===== src/rtl/alu_pkg.sv =====
// Shared operation encodings for the integer execute unit.
// Assumes a 5-bit operation code; codes above OP_LUI are unused.
package alu_pkg;
    localparam int unsigned OP_W = 5;

    typedef enum logic [OP_W-1:0] {
        OP_ADD  = 5'd0,  OP_ADDU = 5'd1,  OP_SUB  = 5'd2,  OP_SUBU = 5'd3,
        OP_AND  = 5'd4,  OP_OR   = 5'd5,  OP_XOR  = 5'd6,  OP_NOR  = 5'd7,
        OP_SLT  = 5'd8,  OP_SLTU = 5'd9,
        OP_SLL  = 5'd10, OP_SRL  = 5'd11, OP_SRA  = 5'd12,
        OP_SLLV = 5'd13, OP_SRLV = 5'd14, OP_SRAV = 5'd15,
        OP_LUI  = 5'd16
    } alu_op_e;

    typedef enum logic [1:0] {
        SH_LEFT = 2'd0,
        SH_RLOG = 2'd1,
        SH_RARI = 2'd2
    } shift_kind_e;

    typedef enum logic [1:0] {
        LG_AND = 2'd0,
        LG_OR  = 2'd1,
        LG_XOR = 2'd2,
        LG_NOR = 2'd3
    } logic_sel_e;
endpackage


===== src/rtl/alu_arith.sv =====
// Adder/subtractor shared by add, subtract and both compares.
// Produces the modular sum, the signed-overflow condition and the
// signed and unsigned less-than results. The compares are valid only when sub=1.
module alu_arith #(
    parameter int DW = 32
) (
    input  logic [DW-1:0] a,
    input  logic [DW-1:0] b,
    input  logic          sub,
    output logic [DW-1:0] sum,
    output logic          ovf,
    output logic          lt_s,
    output logic          lt_u
);
    logic [DW-1:0] b_eff;
    logic [DW:0]   full;

    // One carry chain: invert b and inject a carry-in for subtraction
    always_comb begin
        b_eff = sub ? ~b : b;
        full  = {1'b0, a} + {1'b0, b_eff} + {{DW{1'b0}}, sub};
        sum   = full[DW-1:0];
        ovf   = (a[DW-1] == b_eff[DW-1]) && (sum[DW-1] != a[DW-1]);
        lt_u  = ~full[DW];
        lt_s  = sum[DW-1] ^ ovf;
    end
endmodule


===== src/rtl/alu_logic.sv =====
// Bitwise logic unit: AND, OR, XOR and NOR selected by a 2-bit code.
module alu_logic #(
    parameter int DW = 32
) (
    input  logic [DW-1:0]          a,
    input  logic [DW-1:0]          b,
    input  alu_pkg::logic_sel_e    sel,
    output logic [DW-1:0]          y
);
    import alu_pkg::*;

    // Pick one bitwise function
    always_comb begin
        case (sel)
            LG_AND:  y = a & b;
            LG_OR:   y = a | b;
            LG_XOR:  y = a ^ b;
            default: y = ~(a | b);
        endcase
    end
endmodule


===== src/rtl/alu_shift.sv =====
// Logarithmic barrel shifter. It builds one right-shift ladder with a
// selectable fill bit; a left shift reverses the bit order before and after
// that ladder. Assumes DW is a power of two and SHW = log2(DW).
module alu_shift #(
    parameter int DW  = 32,
    parameter int SHW = $clog2(DW)
) (
    input  logic [DW-1:0]           val,
    input  logic [SHW-1:0]          amt,
    input  alu_pkg::shift_kind_e    kind,
    output logic [DW-1:0]           y
);
    import alu_pkg::*;

    logic [DW-1:0] rev_in;
    logic [DW-1:0] rev_out;
    logic [DW-1:0] src;
    logic          fill;
    logic [DW-1:0] stage [SHW+1];

    genvar gi;
    // Bit reversal of the input and of the ladder output
    generate
        for (gi = 0; gi < DW; gi++) begin : g_rev
            assign rev_in[gi]  = val[DW-1-gi];
            assign rev_out[gi] = stage[SHW][DW-1-gi];
        end
    endgenerate

    // Ladder input and fill value depend on shift kind
    always_comb begin
        src  = (kind == SH_LEFT) ? rev_in : val;
        fill = (kind == SH_RARI) & val[DW-1];
    end

    assign stage[0] = src;

    // One stage per count bit, each moving by a power of two
    generate
        for (gi = 0; gi < SHW; gi++) begin : g_stage
            localparam int STEP = 1 << gi;
            assign stage[gi+1] = amt[gi]
                ? {{STEP{fill}}, stage[gi][DW-1:STEP]}
                : stage[gi];
        end
    endgenerate

    // Undo the reversal for left shifts
    assign y = (kind == SH_LEFT) ? rev_out : stage[SHW];
endmodule


===== src/rtl/int_exec_alu.sv =====
// Combinational integer execute unit: add/sub with optional overflow
// reporting, bitwise logic, one-bit compares, upper-half constant load and
// barrel shifts with the count from an instruction field or a register.
// Assumes DW is an even power of two; unused op codes yield zero.
module int_exec_alu #(
    parameter  int DW  = 32,
    localparam int SHW = $clog2(DW),
    localparam int HW  = DW / 2
) (
    input  logic [DW-1:0]           opd_a,
    input  logic [DW-1:0]           opd_b,
    input  logic [SHW-1:0]          shamt,
    input  logic [alu_pkg::OP_W-1:0] op,
    output logic [DW-1:0]           result,
    output logic                    zero,
    output logic                    ovf
);
    import alu_pkg::*;

    logic          ar_sub;
    logic [DW-1:0] ar_sum;
    logic          ar_ovf;
    logic          ar_lt_s;
    logic          ar_lt_u;
    logic_sel_e    lg_sel;
    logic [DW-1:0] lg_y;
    shift_kind_e   sh_kind;
    logic [SHW-1:0] sh_amt;
    logic [DW-1:0] sh_y;

    // Control decode for the three sub-units
    always_comb begin
        ar_sub  = (op == OP_SUB) || (op == OP_SUBU) ||
                  (op == OP_SLT) || (op == OP_SLTU);
        lg_sel  = logic_sel_e'(op[1:0]);
        case (op)
            OP_SLL, OP_SLLV: sh_kind = SH_LEFT;
            OP_SRA, OP_SRAV: sh_kind = SH_RARI;
            default:         sh_kind = SH_RLOG;
        endcase
        sh_amt = (op == OP_SLLV || op == OP_SRLV || op == OP_SRAV)
               ? opd_a[SHW-1:0] : shamt;
    end

    alu_arith #(.DW(DW)) u_arith (
        .a    (opd_a),
        .b    (opd_b),
        .sub  (ar_sub),
        .sum  (ar_sum),
        .ovf  (ar_ovf),
        .lt_s (ar_lt_s),
        .lt_u (ar_lt_u)
    );

    alu_logic #(.DW(DW)) u_logic (
        .a   (opd_a),
        .b   (opd_b),
        .sel (lg_sel),
        .y   (lg_y)
    );

    alu_shift #(.DW(DW), .SHW(SHW)) u_shift (
        .val  (opd_b),
        .amt  (sh_amt),
        .kind (sh_kind),
        .y    (sh_y)
    );

    // Result select and flags
    always_comb begin
        case (op)
            OP_ADD, OP_ADDU, OP_SUB, OP_SUBU: result = ar_sum;
            OP_AND, OP_OR, OP_XOR, OP_NOR:    result = lg_y;
            OP_SLT:  result = {{(DW-1){1'b0}}, ar_lt_s};
            OP_SLTU: result = {{(DW-1){1'b0}}, ar_lt_u};
            OP_SLL, OP_SRL, OP_SRA,
            OP_SLLV, OP_SRLV, OP_SRAV:        result = sh_y;
            OP_LUI:  result = {opd_b[HW-1:0], {HW{1'b0}}};
            default: result = '0;
        endcase
        zero = (result == '0);
        ovf  = ((op == OP_ADD) || (op == OP_SUB)) && ar_ovf;
    end
endmodule


===== config.mk =====
export PLATFORM = sky130hd
export DESIGN_NAME = int_exec_alu
export DESIGN_NICKNAME = d
export VERILOG_FILES = /design/src/rtl/alu_pkg.sv /design/src/rtl/alu_arith.sv /design/src/rtl/alu_logic.sv /design/src/rtl/alu_shift.sv /design/src/rtl/int_exec_alu.sv
export SDC_FILE = /design/constraint.sdc
export NUM_CORES = 1
export LEC_CHECK = 0
export BUFFER_PORTS_ARGS = -buffer_cell sky130_fd_sc_hd__buf_2
export CORE_MARGIN = 2
export CORE_UTILIZATION = 45
export DETAILED_ROUTE_END_ITERATION = 6
export SLEW_MARGIN = 10
export SYNTH_ARGS = -nofsm -noshare
export SYNTH_HDL_FRONTEND = slang
export SYNTH_SLANG_ARGS = --single-unit

===== constraint.sdc =====
create_clock -name vclk -period 6.9
set_input_delay 0.345 -clock vclk [all_inputs]
set_output_delay 0.345 -clock vclk [all_outputs]
set_load 0.02 [all_outputs]

After elaboration in Yosys (flattened, before gate mapping)
Index checks and enable logic that the tools add are counted.
Widths: inputs -> output; s select.

storage, ports and cells
  flip-flop bits (word level) = 0
  input port bits = 74
  output and inout port bits = 34
  logic and storage cells = 60

cells by class
  $add $sub $neg = 2
  eq/ne operators = 21
  muxes and demuxes = 12
  bitwise logic cells = 8
  reduce and logical (&&, ||, !) cells = 17

operators with widths
  operator            count
  $mux 32             8
  $pmux 32 s6         1
  $pmux 32 s3         1
  $not 32->32         2
  $eq 5x4->1 const B  8
  $add 32x32->33      1
  $add 33x1->33       1
  $and 32x32->32      1
  $logic_not 32->1    1
  $or 32x32->32       1
  $xor 32x32->32      1
  $eq 5x3->1 const B  4
  $eq 5x2->1 const B  2
  $reduce_or 4->1     2
  $logic_or 1x1->1    6
  $reduce_or 6->1     1
  $eq 5x1->1 const B  1
  $eq 5x5->1 const B  1
  $logic_not 5->1     1
  $mux 5              1
  $eq 2x2->1 const B  2
  $logic_not 2->1     2
  $pmux 2 s2          1
  $reduce_or 2->1     2
  7 further kinds     8

Depth between registers and ports, before layout
Gate-level depths: netlist of run 1.

  depth in word-level cells = 13
  depth in mapped cells = 20
  mapped depth without buffers = 16

Cells and area by module
A second synthesis of run 1 with hierarchy kept.

unflattened totals
  cells, all modules = 1116
  area total of the unflattened synthesis = 8371.8 µm²

modules (own cells, without submodules)
  module        instances  cells an instance  area an instance (µm²)  seq. area each (µm²)
  alu_shift     1          353                2791.4                  0.0
  alu_logic     1          306                2242.2                  0.0
  alu_arith     1          278                2084.5                  0.0
  int_exec_alu  1          179                1253.7                  0.0

Worst setup path before layout of run 1
No wires, ideal clock.

  path type = input -> output
  start point = in op[3] in the netlist's numbering
  end point = out zero
  arrival time = 4932 ps
  data required time = 6555 ps
  slack = 1623 ps
  stages = 19
  path buffers = 3
  cells stage by stage = buf_4 > xnor2_1 > or3_1 > clkbuf_1 > buf_1 > o21ai_0 > fa_1 > a21o_1 > a221oi_1 > nand3b_1 > a21oi_1 > o41ai_2 > xor2_1 > o221ai_1 > a31o_2 > or4_1 > nor4_1 > nand4b_1 > nor2_1

between the ends
  longest elaborated chain between the ends = 13

RTL lines
  element                                                  RTL line            RTL
  start: declaration                                       int_exec_alu.sv:13  input logic [alu_pkg::OP_W-1:0] op,
  branches (longest 11 deep; another with $add 32x32->33)  -
  $pmux 32 s6 *                                            int_exec_alu.sv:71  case (op)
  named net result[24]                                     int_exec_alu.sv:14  output logic [DW-1:0] result,
  $logic_not 32->1 *                                       int_exec_alu.sv:81  zero = (result == '0);
  end: declaration                                         int_exec_alu.sv:15  output logic zero,

Mark *: on every way through the listed nets, which the timed path passes.

Worst setup path in the final report of run 1
  start point = in op[3] in the netlist's numbering
  end point = out zero

between the ends
  longest elaborated chain between the ends = 13

RTL lines
  element                                                  RTL line
  branches (longest 11 deep; another with $add 32x32->33)  -
  $pmux 32 s6 *                                            int_exec_alu.sv:71
  $logic_not 32->1 *                                       int_exec_alu.sv:81

Mark *: on every way between the ends.

==> flow_summary.toml, run 1 <==
[floorplanning]
core_area_um2 = 18000
fp.dieArea_um2 = 19600
rows = 49
start_util = 0.461
fp.dieW_um = 140
io_pins = 108
die_y_um = 140

[finish]
final_cell_mix = "107 x buf_2, 97 x ha_1, 88 x a21oi_1"
multi_input_area_um2 = 7570
seqCellArea_um2 = 0
nFlopsAndLatches = 0
final_nets = 1425
drive_gt1_frac = 0.147
diodes = 0
fillCellCount = 1907
final_cells = 1480
clkbuf_count = 0
area_delta_synth_final_pct = 7.06
final_util = 0.494
layout_commonest_cell = "buf_2"

[worst_setup_path]
cp_slowest_cell = "or3_2"
start_kind = "primary input"
cpPeakStageDelay_ns = 0.78
required_ns = 6.55
critPathBufInv = 2
critPathKind = "primary input to output port"
end_kind = "output port"
crit_arrival_ns = 5.84
critPathTopFamily = "simple AND/OR/NAND/NOR gates"
cp_max_fo = 22
worstPathCellList = "buf_2 > xnor2_1 > or3_2 > xnor2_1 > fa_1 > a21o_1 > a221oi_1 > nand3b_1 > a21oi_1 > o41ai_2 > xor2_1 > o221ai_1 > a31o_2 > or4_1 > nor4_1 > nand4b_1 > nor2_1 > buf_2"

[global_route]
grt_pass1_wl_um = 61400
grt_start_max_net_pins = 59
antenna_found_initial = 0
grt_pass1_vias = 9646
grt.total_usage = 0.401
grt-ovfl-total = 0

[timing]
fmax_mhz = 162
tightest_slew_ns = 0.999
hold_viol = 0
worst_slack_ns = 0.711
rsz0062_at_grt = "false"
fin_crit_ns = 6.19
fin_hold_ws_ns = 1.13
slew_violations = 0
finalSetupViolations = 0
finalCritPeriodShare = 0.897
maxSlewHeadroom = 0.332
setup-tns-final_ns = 0

[power]
power_density_nw_per_um2 = 111
vdd_drop_max_mv = 0.0649
leakage_uw = 0.00389

[synth]
ys_seq_area_frac = 0
synth_area_leaders = "ha_1 15%, mux2i_1 6.3%, a21oi_1 5.3%"
yosys.area.top_type = "ha_1"
syn_area_um2 = 8320
avgSynthCellArea_um2 = 6.85
synth_mux_area_frac = 0.0761
synth_cell_type_count = 89
syn_inst = 1215
yosysWarnings = 0
synth_compound_area_frac = 0.437
syn-num-nets = 1387
synth_top_family_by_area = "compound AO/OA/AOI/OAI gates"
synthAdderAreaFrac = 0.148
yosys.area_share.simple = 0.182
yosysTopAreaCellShare = 0.146
synthXorXnorAreaFrac = 0.0621

[placement]
pre_cts_ws_ns = 0.811
routabilityCongestion = 1.07
port-buffer-count = 108
dpl.hpwl_um = 32600
dp_cells = 1480

[routing]
drt-total-wl_um = 41200
ant_nets = 0
via_per_inst = 7.35
wire_per_inst_um = 27.8
drtPass1Iterations = 6
drtIter0Drc = 1488
route.detailed.drc = 0
num_vias = 10884

[status]
status = "completed"

[worst_hold_path]
hold_class = "primary input to output port"

[clocking]
cts_setup_buffers = 0
cts_resized = 0
cts_hold_buf = 0

[job]
drv_cap = 0
-- final cells by class --
cell class                 instances  share of cell area
inverter                          75              0.0316
timing repair buffer             138              0.0863
multi-input combinational       1038               0.850
tap                              229              0.0322
-- metrics by stage --
stage	instance area (µm²)	power, µW
after floorplan	8320	643
after global placement	8900	947
after detailed placement	8900	944
after CTS	8900	948
after global routing	8900	1040
final	8900	989
-- power breakdown --
group	internal, µW	leakage (µW)	switching [µW]
combinational	334	0.00389	655
clock	0	0	0
sequential	0	0	0
total	334	0.00389	655
-- cell families (layout without fill, tap and decap cells) --
kind of cell / count (synthesis) / after routing
AOI/OAI and AO/OA: 517 / 517
xor gates and xnor gates: 59 / 59
adders and majority gates: 98 / 98
buffers and inverters: 177 / 213
muxes: 59 / 59
and+or+nand+nor: 305 / 305
-- final timing paths --
check / endpoint / startpoint / depth (start not counted) / slack, ns
setup / recovery: zero / op[3] / 18 / 0.71
hold / removal: ovf / opd_a[31] / 4 / 1.13
-- layer usage --
metal / wire length (µm) / global-route usage / part of all wire
met3: 5470 / 0.0875 / 0.13
met2: 16700 / 0.583 / 0.41
met4: 1900 / 0.148 / 0.046
met1: 17100 / 0.576 / 0.41
met5: 0 / 0 / 0
-- synth_stat cells, types with 33 or more instances --
library cell	number
ha_1	97
a21oi_1	88
nand2_1	87
nor2_1	86
o21ai_0	76
inv_1	74
a211oi_1	57
mux2i_1	52
xnor2_1	47
a22oi_1	42
clkbuf_1	42
buf_2	35
nand3_1	33
o22ai_1	33
-- worst min-delay path: stages --
cell and delay [ns]:
buf_2 0.13, xnor2_1 0.12, nor4_1 0.04, buf_2 0.15
Note: power is estimated with default switching activity, not from simulation.
==> run 2: changes to the inputs <==
--- a/config.mk
+++ b/config.mk
@@ -5,10 +5,10 @@
 export SDC_FILE = /design/constraint.sdc
 export NUM_CORES = 1
 export LEC_CHECK = 0
-export BUFFER_PORTS_ARGS = -buffer_cell sky130_fd_sc_hd__buf_2
 export CORE_MARGIN = 2
 export CORE_UTILIZATION = 45
 export DETAILED_ROUTE_END_ITERATION = 6
+export DONT_BUFFER_PORTS = 1
 export SLEW_MARGIN = 10
 export SYNTH_ARGS = -nofsm -noshare
 export SYNTH_HDL_FRONTEND = slang
==> flow_summary.toml, run 2 (synthesized netlist as in run 1, its figures left out) <==
[status]
status = "complete, but fails checks"
violations = "design-rule violations"

[global_route]
grt-ovfl-total = 0
grt_pass1_wl_um = 59100
grt_pass1_vias = 9131
grt_start_max_net_pins = 114
grt.total_usage = 0.388
antenna_found_initial = 1

[placement]
dpl.hpwl_um = 31400
routabilityCongestion = 1.02
dp_cells = 1367
port-buffer-count = 0

[clocking]
cts_setup_buffers = 0
cts_hold_buf = 0
cts_resized = 0

[timing]
maxSlewHeadroom = 0.298
hold_viol = 0
finalSetupViolations = 0
rsz0062_at_grt = "false"
slew_violations = 0
fmax_mhz = 161
tightest_slew_ns = 1.05
setup-tns-final_ns = 0
fin_crit_ns = 6.23
finalCritPeriodShare = 0.902
fin_hold_ws_ns = 0.816

[worst_setup_path]
end_kind = "output port"
start_kind = "primary input"
critPathBufInv = 1
critPathKind = "primary input to output port"
worstPathCellList = "xnor2_1 > or3_2 > buf_4 > xnor2_1 > ha_1 > a21oi_1 > o21ai_0 > a2111oi_0 > o21bai_1 > o41ai_2 > xor2_1 > o221ai_1 > a31o_2 > or4_1 > nor4_1 > nand4b_1 > nor2_1"
required_ns = 6.55
crit_arrival_ns = 5.88
cp_slowest_cell = "or3_2"
critPathTopFamily = "simple AND/OR/NAND/NOR gates"
crit_top_cell = "xnor2_1"
cpPeakStageDelay_ns = 0.66
cp_max_fo = 113

[routing]
drtIter0Drc = 1874
num_vias = 10235
drt-total-wl_um = 40100
wire_per_inst_um = 29.3
drtPass1Iterations = 7
route.detailed.drc = 5
via_per_inst = 7.48
ant_nets = 0

[worst_hold_path]
hold_class = "primary input to output port"
min_to = "ovf"
hold-path-cell-count = 1
hp-start = "op[0]"

[floorplanning]
fp.dieW_um = 140
die_y_um = 140
fp.dieArea_um2 = 19600
io_pins = 108
core_area_um2 = 18000
start_util = 0.461
rows = 49

[job]
drv_cap = 0

[finish]
final_cells = 1368
fillCellCount = 1940
nFlopsAndLatches = 0
seqCellArea_um2 = 0
drive_gt1_frac = 0.0615
multi_input_area_um2 = 7560
area_delta_synth_final_pct = 0.0752
final_nets = 1312
layout_commonest_cell = "ha_1"
clkbuf_count = 0
final_cell_mix = "97 x ha_1, 88 x a21oi_1, 87 x nand2_1"

[power]
leakage_uw = 0.00341
power_density_nw_per_um2 = 105
vdd_drop_max_mv = 0.0432
p_total_uw = 873
run 2: area by class of cell:
type	count	area share
multi-input combinational	1038	0.909
timing repair buffer	25	0.0225
tap	229	0.0344
antenna	1	0.000301
inverter	75	0.0338
run 2: how the worst max path moves through the flow:
stage          start   end  slack [ns]  cells past startpoint
3_3_place_gp   op[1]  zero        1.05                     17
2_1_floorplan  op[3]  zero        1.62                     19
3_5_place_dp   op[1]  zero        0.93                     17
4_1_cts        op[1]  zero        0.90                     17
5_1_grt        op[1]  zero        0.42                     17
6_report       op[1]  zero        0.67                     17
run 2: metal layers:
metal	global-route usage	vias to the layer above	wire length, µm
met1	0.546	4717	16100
met3	0.111	115	6010
met4	0.105	0	1560
met2	0.579	831	16500
li1	-	4572	-
met5	0	-	0
run 2: stage by stage:
stage / setup WS [ns] / instance area (µm²) / util
floorplan: 1.62 / 8320 / -
global placement: 1.05 / 8320 / 0.462
detailed placement: 0.929 / 8320 / 0.462
CTS: 0.900 / 8320 / 0.462
global route: 0.421 / 8320 / 0.462
finish: 0.675 / 8320 / 0.462
run 2: where the power goes:
part | internal, µW | switching [µW]
clock | 0.0000204 | 0
sequential | 0 | 0
combinational | 302 | 572
total | 302 | 572
